<file path="src/rtl/acc_dp_pkg.sv">
package acc_dp_pkg;
  localparam int unsigned OP_W = 4;

  typedef enum logic [1:0] {
    BUS_MEM = 2'b00,
    BUS_PC  = 2'b01,
    BUS_ACC = 2'b10,
    BUS_IN  = 2'b11
  } bus_src_e;

  typedef enum logic [2:0] {
    ALU_PASS = 3'd0,
    ALU_ADD  = 3'd1,
    ALU_AND  = 3'd2,
    ALU_NOT  = 3'd3,
    ALU_RRC  = 3'd4
  } alu_fn_e;

  typedef struct packed {
    bus_src_e bus_src;
    alu_fn_e  alu_fn;
    logic     ld_acc;
    logic     ld_c;
    logic     ld_z;
    logic     ld_ar;
    logic     ld_ir;
    logic     ld_pc;
    logic     inc_pc;
    logic     wr_mem;
    logic     ld_out;
  } ctrl_t;

  function automatic int unsigned mem_init_word(int unsigned idx);
    return (idx * 29 + 7) % 256;
  endfunction
endpackage

</file>
<file path="src/rtl/acc_dp_decode.sv">
module acc_dp_decode
  import acc_dp_pkg::*;
(
  input  logic [OP_W-1:0] op_i,
  output ctrl_t           ctrl_o
);
  always_comb begin
    ctrl_o         = '0;
    ctrl_o.bus_src = BUS_MEM;
    ctrl_o.alu_fn  = ALU_PASS;
    unique case (op_i)
      4'd1: begin ctrl_o.bus_src = BUS_PC; ctrl_o.ld_ar = 1'b1; ctrl_o.inc_pc = 1'b1; end
      4'd2: ctrl_o.ld_ir = 1'b1;
      4'd3: ctrl_o.ld_ar = 1'b1;
      4'd4: ctrl_o.ld_acc = 1'b1;
      4'd5: begin ctrl_o.bus_src = BUS_ACC; ctrl_o.wr_mem = 1'b1; end
      4'd6: begin
        ctrl_o.alu_fn = ALU_ADD; ctrl_o.ld_acc = 1'b1;
        ctrl_o.ld_c = 1'b1; ctrl_o.ld_z = 1'b1;
      end
      4'd7: begin
        ctrl_o.alu_fn = ALU_AND; ctrl_o.ld_acc = 1'b1;
        ctrl_o.ld_c = 1'b1; ctrl_o.ld_z = 1'b1;
      end
      4'd8: ctrl_o.ld_pc = 1'b1;
      4'd9: begin ctrl_o.alu_fn = ALU_NOT; ctrl_o.ld_acc = 1'b1; end
      4'd10: begin ctrl_o.alu_fn = ALU_RRC; ctrl_o.ld_acc = 1'b1; ctrl_o.ld_c = 1'b1; end
      4'd11: begin ctrl_o.bus_src = BUS_IN; ctrl_o.ld_acc = 1'b1; end
      4'd12: begin ctrl_o.bus_src = BUS_ACC; ctrl_o.ld_out = 1'b1; end
      default: ;
    endcase
  end
endmodule

</file>
<file path="src/rtl/acc_dp_alu.sv">
module acc_dp_alu
  import acc_dp_pkg::*;
#(
  parameter int unsigned DW = 8
) (
  input  alu_fn_e       fn_i,
  input  logic [DW-1:0] a_i,
  input  logic [DW-1:0] b_i,
  input  logic          c_i,
  output logic [DW-1:0] res_o,
  output logic          c_o,
  output logic          z_o
);
  logic [DW:0] sum;

  always_comb begin
    sum   = {1'b0, a_i} + {1'b0, b_i};
    res_o = b_i;
    c_o   = c_i;
    unique case (fn_i)
      ALU_ADD: {c_o, res_o} = sum;
      ALU_AND: begin res_o = a_i & b_i; c_o = 1'b0; end
      ALU_NOT: res_o = ~a_i;
      ALU_RRC: begin res_o = {c_i, a_i[DW-1:1]}; c_o = a_i[0]; end
      default: ;
    endcase
    z_o = (res_o == '0);
  end
endmodule

</file>
<file path="src/rtl/acc_dp_mem.sv">
module acc_dp_mem #(
  parameter int unsigned DW = 8,
  parameter int unsigned AW = 8
) (
  input  logic          clk_i,
  input  logic          rst_ni,
  input  logic          we_i,
  input  logic [AW-1:0] addr_i,
  input  logic [DW-1:0] wdata_i,
  output logic [DW-1:0] rdata_o
);
  localparam int unsigned DEPTH = 1 << AW;

  logic [DW-1:0] mem_q [DEPTH];

  always_ff @(posedge clk_i or negedge rst_ni) begin
    if (!rst_ni) begin
      for (int i = 0; i < DEPTH; i++) mem_q[i] <= DW'(acc_dp_pkg::mem_init_word(i));
    end else if (we_i) begin
      mem_q[addr_i] <= wdata_i;
    end
  end

  assign rdata_o = mem_q[addr_i];

  AST_MEM_WRITE: assert property (@(posedge clk_i) disable iff (!rst_ni)
    we_i |=> mem_q[$past(addr_i)] == $past(wdata_i));
endmodule

</file>
<file path="src/rtl/acc_bus_datapath.sv">
module acc_bus_datapath
  import acc_dp_pkg::*;
#(
  parameter int unsigned DW   = 8,
  parameter int unsigned PW   = 4
) (
  input  logic            clk_i,
  input  logic            rst_ni,
  input  logic [OP_W-1:0] op_i,
  input  logic [DW-1:0]   in_data_i,
  output logic [DW-1:0]   acc_o,
  output logic            carry_o,
  output logic            zero_o,
  output logic [DW-1:0]   pc_o,
  output logic [DW-1:0]   addr_o,
  output logic [DW-1:0]   ir_o,
  output logic [DW-1:0]   out_data_o,
  output logic [PW-1:0]   out_port_o,
  output logic            cond_o
);
  localparam int unsigned AW = DW;

  ctrl_t         ctrl;
  logic [DW-1:0] bus, mem_rdata, alu_res;
  logic          alu_c, alu_z;
  logic [DW-1:0] acc_q, pc_q, ar_q, ir_q, out_q;
  logic [PW-1:0] port_q;
  logic          c_q, z_q;

  acc_dp_decode u_decode (.op_i(op_i), .ctrl_o(ctrl));

  acc_dp_mem #(.DW(DW), .AW(AW)) u_mem (
    .clk_i  (clk_i),
    .rst_ni (rst_ni),
    .we_i   (ctrl.wr_mem),
    .addr_i (ar_q),
    .wdata_i(bus),
    .rdata_o(mem_rdata)
  );

  always_comb begin
    unique case (ctrl.bus_src)
      BUS_PC:  bus = pc_q;
      BUS_ACC: bus = acc_q;
      BUS_IN:  bus = in_data_i;
      default: bus = mem_rdata;
    endcase
  end

  acc_dp_alu #(.DW(DW)) u_alu (
    .fn_i (ctrl.alu_fn),
    .a_i  (acc_q),
    .b_i  (bus),
    .c_i  (c_q),
    .res_o(alu_res),
    .c_o  (alu_c),
    .z_o  (alu_z)
  );

  always_ff @(posedge clk_i or negedge rst_ni) begin
    if (!rst_ni) begin
      acc_q  <= '0;
      pc_q   <= '0;
      ar_q   <= '0;
      ir_q   <= '0;
      out_q  <= '0;
      port_q <= '0;
      c_q    <= 1'b0;
      z_q    <= 1'b0;
    end else begin
      if (ctrl.ld_acc) acc_q <= alu_res;
      if (ctrl.ld_c)   c_q   <= alu_c;
      if (ctrl.ld_z)   z_q   <= alu_z;
      if (ctrl.ld_ar)  ar_q  <= bus;
      if (ctrl.ld_ir)  ir_q  <= bus;
      if (ctrl.ld_pc)       pc_q <= bus;
      else if (ctrl.inc_pc) pc_q <= pc_q + 1'b1;
      if (ctrl.ld_out) begin
        out_q  <= bus;
        port_q <= ir_q[PW-1:0];
      end
    end
  end

  // Jump condition select on IR[1:0]
  always_comb begin
    unique case (ir_q[1:0])
      2'b00:   cond_o = c_q;
      2'b01:   cond_o = ~c_q;
      2'b10:   cond_o = z_q;
      default: cond_o = ~z_q;
    endcase
  end

  assign acc_o      = acc_q;
  assign carry_o    = c_q;
  assign zero_o     = z_q;
  assign pc_o       = pc_q;
  assign addr_o     = ar_q;
  assign ir_o       = ir_q;
  assign out_data_o = out_q;
  assign out_port_o = port_q;

  AST_FETCH_PC: assert property (@(posedge clk_i) disable iff (!rst_ni)
    op_i == 4'd1 |=> pc_o == $past(pc_o) + 1'b1 && addr_o == $past(pc_o));
  AST_AND_CLR_C: assert property (@(posedge clk_i) disable iff (!rst_ni)
    op_i == 4'd7 |=> !carry_o);
  AST_RRC_CARRY: assert property (@(posedge clk_i) disable iff (!rst_ni)
    op_i == 4'd10 |=> carry_o == $past(acc_o[0]) && acc_o[DW-1] == $past(carry_o));
  AST_IDLE_HOLD: assert property (@(posedge clk_i) disable iff (!rst_ni)
    (op_i == 4'd0 || op_i > 4'd12) |=> $stable(acc_o) && $stable(pc_o) && $stable(addr_o)
      && $stable(ir_o) && $stable(out_data_o) && $stable(carry_o) && $stable(zero_o));
  AST_Z_ONLY_ALU: assert property (@(posedge clk_i) disable iff (!rst_ni)
    !(op_i == 4'd6 || op_i == 4'd7) |=> $stable(zero_o));
endmodule

</file>
<file path="config.mk">
export PLATFORM = sky130hd
export DESIGN_NAME = acc_bus_datapath
export DESIGN_NICKNAME = d
export VERILOG_FILES = /design/src/rtl/acc_dp_pkg.sv /design/src/rtl/acc_dp_decode.sv /design/src/rtl/acc_dp_alu.sv /design/src/rtl/acc_dp_mem.sv /design/src/rtl/acc_bus_datapath.sv
export SDC_FILE = /design/constraint.sdc
export NUM_CORES = 2
export LEC_CHECK = 0
export ABC_AREA = 1
export CAP_MARGIN = 40
export CORE_MARGIN = 2
export CORE_UTILIZATION = 55
export DETAILED_ROUTE_END_ITERATION = 8
export PLACE_DENSITY = 0.79
export SLEW_MARGIN = 20
export SYNTH_ARGS = -nofsm -noshare
export SYNTH_HDL_FRONTEND = slang
export SYNTH_SLANG_ARGS = --single-unit
</file>
<file path="constraint.sdc">
create_clock -name clk_i -period 4.8 [get_ports clk_i]
set_clock_uncertainty 0.05 [all_clocks]
set_input_delay 0.72 -clock clk_i [delete_from_list [all_inputs] [get_ports clk_i]]
set_output_delay 0.72 -clock clk_i [all_outputs]
set_load 0.03 [all_outputs]
</file>
# == After elaboration in Yosys (flattened, before gate mapping) ==
# Cells that the tools add are included.
# classes
add_sub_neg,2
mul,0
n_div,0
order_cmp,2
eq_ne,21
n_shift,0
mux,23
n_bitwise,5
reduce_logical,11
# ops
op,count
bitwise mux 2048 bit,1
binary-select mux 8 bit (select 8 bit),1
demux 8 bit (select 8 bit),1
2-to-1 mux 8 bit,5
one-hot mux 8 bit (4 select lines),1
one-hot mux 8 bit (3 select lines),1
== test 4 bit (second input constant),5
== test 4 x 3 -> 1 bit (second input constant),4
one-hot mux 3 bit (4 select lines),1
adder 8 x 8 -> 9 bit,1
>= comparator 9 bit (second input constant),1
< comparator 9 x 1 -> 1 bit (second input constant),1
2-to-1 mux 1 bit,9
NOT 8 -> 9 bit,1
adder 8 x 1 -> 8 bit (second input constant),1
bitwise AND 8 bit,1
== test 4 x 2 -> 1 bit (second input constant),2
logical NOT 8 bit,1
NOT 8 bit,1
== test 2 bit (second input constant),3
== test 3 x 2 -> 1 bit (second input constant),2
one-hot mux 1 bit (3 select lines),2
one-hot mux 2 bit (3 select lines),1
OR reduction 2 bit,3
other kinds (12),14
# word_totals
regBits,2094
latchBits,0
mem_bits_rw,0
mem_bits_ro,0
wordCells,328
mem_count,0

# == Logic depth before layout (Yosys ltp) ==
# logic_depth
ltp_word,8
depth_mapped,41

# == By module ==
# Synthesis repeated with hierarchy kept, for this count alone.
# unflattened
hier_cells,13086
area_unflattened_um2,98901.1
# by_module_without_submodules
mod,instances,cells_each,area_each_um2
acc_dp_mem,1,12607,95630.5
acc_bus_datapath,1,274,2293.4
acc_dp_alu,1,167,827.0
acc_dp_decode,1,38,150.1

# == Worst setup path before layout ==
# No wires, ideal clock.
# synth_path
path_kind,register -> register
start,reg ar_q[3] (netlist: addr_o[3])
end,reg z_q (netlist: zero_o)
setup_time_ns,0.117
arrival_time_ns,4.099
required_time_ns,4.633
slack_ns,0.534
path_stages_with_launch,37
path_buffers,5
synth_period_minus_slack_ns,4.266
cell_sequence,dfrtp_1 > nand2_1 > inv_1 > buf_2 > buf_2 > buf_2 > buf_2 > nand2_1 > nand2_1 > o21ai_1 > nand2_1 > nor2_1 > nor2_1 > nor2_1 > nand2_1 > nand2_1 > nand2_2 > clkbuf_1 > inv_1 > ha_1 > fa_1 > nand2_1 > inv_1 > o21ai_0 > nand2_1 > nand2_1 > nand2_1 > a21oi_1 > inv_1 > a21oi_1 > o21ai_0 > nand3_1 > nand2_1 > nand2_1 > nor2_1 > nand2_1 > nand2_1
# synth_via
elab_chain_cells,8
# synth_lines
item,line,text
"start, declared",acc_bus_datapath.sv:26,"logic [DW-1:0] acc_q, pc_q, ar_q, ir_q, out_q;"
"start signal, assigned",acc_bus_datapath.sv:74,if (ctrl.ld_ar) ar_q <= bus;
NOT 8 -> 9 bit (implied by the code) *,acc_dp_mem.sv:24,assign rdata_o = mem_q[addr_i];
binary-select mux 8 bit (select 8 bit) *,acc_dp_mem.sv:24,
2-to-1 mux 8 bit (implied by the code) * (2 in a row),acc_dp_mem.sv:24,
one-hot mux 8 bit (3 select lines) *,acc_bus_datapath.sv:42,unique case (ctrl.bus_src)
net bus[0],acc_bus_datapath.sv:24,"logic [DW-1:0] bus, mem_rdata, alu_res;"
adder 8 x 8 -> 9 bit or bitwise AND 8 bit (tied branches),"acc_dp_alu.sv:17, acc_dp_alu.sv:22",
one-hot mux 8 bit (4 select lines) *,acc_dp_alu.sv:20,unique case (fn_i)
logical NOT 8 bit *,acc_dp_alu.sv:27,z_o = (res_o == '0);
"end signal, assigned",acc_bus_datapath.sv:73,if (ctrl.ld_z) z_q <= alu_z;
"end, declared",acc_bus_datapath.sv:28,"logic c_q, z_q;"
# The timed path passes the listed nets; every way through them passes the cells marked *. The select of a mux whose other input is x is not followed.
# A chain may end at the register's enable or synchronous reset.

# == Worst setup path after layout ==
# layout_path
start,reg ar_q[0] (netlist: addr_o[0])
end,reg u_mem.mem_q[1212] (netlist bit)
# layout_via
elab_chain_cells,6
# layout_lines
item,line,text
NOT 8 -> 9 bit (implied by the code) *,"acc_dp_mem.sv:20, acc_dp_mem.sv:24",
binary-select mux 8 bit (select 8 bit) (tied with other cells),acc_dp_mem.sv:24,
2-to-1 mux 8 bit (implied by the code) or logical AND 1 bit (tied branches),"acc_dp_mem.sv:24, acc_dp_mem.sv:20",
2-to-1 mux 8 bit (on tied branches),"acc_dp_mem.sv:24, acc_dp_mem.sv:20",
one-hot mux 8 bit (3 select lines) or demux 8 bit (select 8 bit) (tied branches),"acc_bus_datapath.sv:42, acc_dp_mem.sv:20",
bitwise mux 2048 bit *,acc_dp_mem.sv:20,mem_q[addr_i] <= wdata_i;
"end signal, assigned by index",acc_dp_mem.sv:20,
"end, declared",acc_dp_mem.sv:14,logic [DW-1:0] mem_q [DEPTH];
# Every way passes the cells marked *; elsewhere a longest branch is shown, timed or not. The select of a mux whose other input is x is not followed.

==> reports/results.txt <==
Final core utilization: 63.8%
Synth cell types: 34
Failing checks: design-rule violations, negative setup slack
P&R area growth vs syn: 15.5%
CTS max path bufs: 3
Area leader, netlist: dfstp_2
Worst setup path startpoint: addr_o[0]$_DFFE_PN0P_
Core area: 0.180 sq mm
FP Rows: 156
Initial cell density of the core: 55.2%
Adder-cell share of the synthesized area: 0.146%
Simple-gate area share of the yosys netlist: 27.2%
CTS root buf: clkbuf_16
Final ANT Viol Nets: 0
Post-route setup TNS: -275 ps
Synth Area per Inst: 7.61 sq um
Die H: 430 microns
Setup slack after layout: -58.5 ps
Syn Std Cell Area: 0.0996 sq mm
Synth top area share: 27.0%
DRC Markers: 1
Pwr Total: 73.8 mW
Largest family of logic cells by synthesized area: simple AND/OR/NAND/NOR gates
Fillers: 14,500
Leak: 52.7 nW
PwrDens: 641 mW/mm^2
CTS tree: built
Die extent in x: 430 microns
Synthesized instance count: 13,100
Post-synthesis sequential area ratio: 53.9%
Post-synthesis mux area share: 0%
Post-synth EDFFs: 0
Worst-path clk slew: 60 ps
Worst r2r src: addr_o[0]$_DFFE_PN0P_
Worst skew pair latency: 880 ps
Placed insts: 15,300
CTS Sinks: 2,094
CP endpoint kind: flip-flop
Max Slew Vio Count: 0
Hold Path Origin: u_mem.mem_q[1240]$_DFFE_PN1P_
Synthesis Warnings: 0
Top post-synthesis cells by count: 4,723 x nand2_1, 2,052 x nor2_1, 1,620 x o21ai_0
Top routing layer used: met5
Largest net degree at the start of global routing: 174
Worst relative slew slack: 8.72%
Vias in the first global route: 88,900
Crit path max fanout: 173
Max cap viols: 0
Post-synthesis xor/xnor area fraction: 0.0616%
Post-Layout Cell Count: 15,800
Synthesized Nets: 13,100
Worst Path Arrival: 5480 ps
CTS buffer count: 210
Antenna violations before repair: 8
Layout cells sized above 1: 16.9%
Met3 WL: 41,300 microns
Die footprint: 0.184 sq mm
Final Cycle Share: 101%
Final wirelength: 331,000 microns
Synth area leaders: dfstp_2 27%, dfrtp_1 27%, nand2_1 18%
I/O Pins: 61
Post-DP HPWL: 203,000 microns
Drt wl/cell: 20.9 microns
Via Count: 92,500
Crit path launch type: flip-flop
Layout Nets: 13,300
Wl on met1: 125,000 microns
Worst min path class: reg -> reg
Period minus WS final: 4860 ps
Run status: complete, but fails checks
Total global-route track usage: 34.9%
Crit Path Class: reg -> reg
Final setup vio count: 10
Synth Area in Compound Gates: 12.5%
RSZ-0062 raised after global routing: yes
Worst VDD drop: 1.29 mV
Starting DRT DRC Count: 13,900
Final hold vios: 0
Count leader, synth: nand2_1
WL met2: 145,000 microns
Dpl ws: -511 ps
CTS HTree Levels: 4
Pre-antenna DRT Iters: 9
First-pass GRT wire length: 508,000 microns
Top_reg_cell synth: dfrtp_1
Vias/cell: 5.85
Async SR Flop Fraction: 100%
Critical Path RT: 5420 ps
Number of synthesized register bits: 2,094
Slew @ Worst Pin: 1370 ps
Fmax: 206 MHz
Port buffer count: 60
Total global routing overflow: 0
Gpl congestion: 0.975
[routing by layer]
layer  vias up  global-route usage (%)
met5         -                       0
met4         8                    19.1
met3      1149                    9.13
met2      5777                    52.9
met1     44000                    45.9
li1      41500                       -
[kinds of logic (layout without fill, tap and decap cells)]
| family | after synthesis | count (layout) |
|---|---|---|
| xor gates and xnor gates | 7 | 7 |
| buffers and inverters | 1441 | 1780 |
| other | 0 | 3 |
| AOI/OAI and AO/OA | 2447 | 2447 |
| and+or+nand+nor | 7095 | 7096 |
| DFF | 2094 | 2094 |
| adders and majority gates | 11 | 11 |
[final timing paths]
check / endpoint / slack [ps] / cells after the start
min in group asynchronous: u_mem.mem_q[1728]$_DFFE_PN0P_ / 470 / 2
worst max register to register: u_mem.mem_q[1212]$_DFFE_PN0P_ / -60 / 24
worst min register to register: u_mem.mem_q[1240]$_DFFE_PN1P_ / 420 / 2
worst max-delay path: u_mem.mem_q[1212]$_DFFE_PN0P_ / -60 / 24
worst min-delay path: u_mem.mem_q[1240]$_DFFE_PN1P_ / 420 / 2
max in group asynchronous: u_mem.mem_q[310]$_DFFE_PN0P_ / 2690 / 4
[critical path, cell delays in order, from the launching register on]
cell       delay [ps]
dfrtp_4           500
buf_12            180
clkinv_16         110
nand2_8           110
clkbuf_16         180
buf_4             150
clkbuf_16         190
nor2_1            110
nor2_1             60
nand2_1            60
nand2_1            50
nand2_1           160
nor2_1             70
buf_4             160
nor2_1            360
nor2_1             80
nand2_1            70
nand2_1            40
nand2_1            90
o21ai_2            60
buf_4             150
nand2_4            50
buf_4             310
buf_12            480
o21ai_0           230
[state kept, by name, summed over array words and instances, names as in the netlist]
signal / flops
u_mem.mem_q: 2048
acc_o: 8
addr_o: 8
ir_o: 8
out_data_o: 8
pc_o: 8
out_port_o: 4
carry_o: 1
zero_o: 1
[cells in the final DEF, fill, tap and decap left out, drive strengths merged]
| master | synthesis | layout |
|---|---|---|
| a21oi | 32 | 32 |
| a221oi | 5 | 5 |
| buf | 559 | 751 |
| bufbuf | 0 | 1 |
| bufinv | 0 | 16 |
| clkbuf | 332 | 328 |
| clkdlybuf4s50 | 0 | 59 |
| clkinv | 2 | 60 |
| clkinvlp | 0 | 7 |
| dfrtp | 1070 | 1070 |
| dfstp | 1024 | 1024 |
| diode | 0 | 3 |
| dlygate4sd3 | 0 | 1 |
| fa | 1 | 1 |
| ha | 10 | 10 |
| inv | 548 | 557 |
| nand2 | 4732 | 4733 |
| nand3 | 290 | 290 |
| nand4 | 15 | 15 |
| nor2 | 2055 | 2055 |
| nor3 | 2 | 2 |
| nor4 | 1 | 1 |
| o2111ai | 7 | 7 |
| o211ai | 4 | 4 |
| o21ai | 2344 | 2344 |
| o21bai | 41 | 41 |
| o221ai | 5 | 5 |
| o22ai | 9 | 9 |
| xnor2 | 1 | 1 |
| xor2 | 6 | 6 |
[report_power, final]
| group | internal (mW) | switching [mW] | total (mW) |
|---|---|---|---|
| sequential | 19.1 | 0.789 | 19.9 |
| combinational | 10.7 | 26.0 | 36.7 |
| clock | 9.84 | 7.36 | 17.2 |
| total | 39.6 | 34.2 | 73.8 |
[area by class of cell]
cell class                 count  area [sq um]  area share, %
tap                         2370          2970           2.58
sequential                  2094         53700           46.7
multi-input combinational   9561         40300           35.0
timing repair buffer         827          8690           7.56
antenna                        3          7.51        0.00653
clock inverter                89          1030          0.895
inverter                     550          2120           1.84
clock buffer                 313          6230           5.42
timing repair inverter         1          11.3        0.00979
[through the flow]
step	hold slack, ps	instance area, sq um
3_3_place_gp	407	106000
6_report	422	115000
5_1_grt	431	115000
3_5_place_dp	413	106000
4_1_cts	422	114000
2_1_floorplan	374	99600
[what timing repair did]
action,in CTS,in global routing
hold endpoints to repair,29,0
endpoints found under the setup margin,44,365
cloned,1,17
hold buffers,1,0
gates resized for setup,14,138
pin swaps,1,31
buffers inserted,0,49
Note: power is estimated with default switching activity, not from simulation.
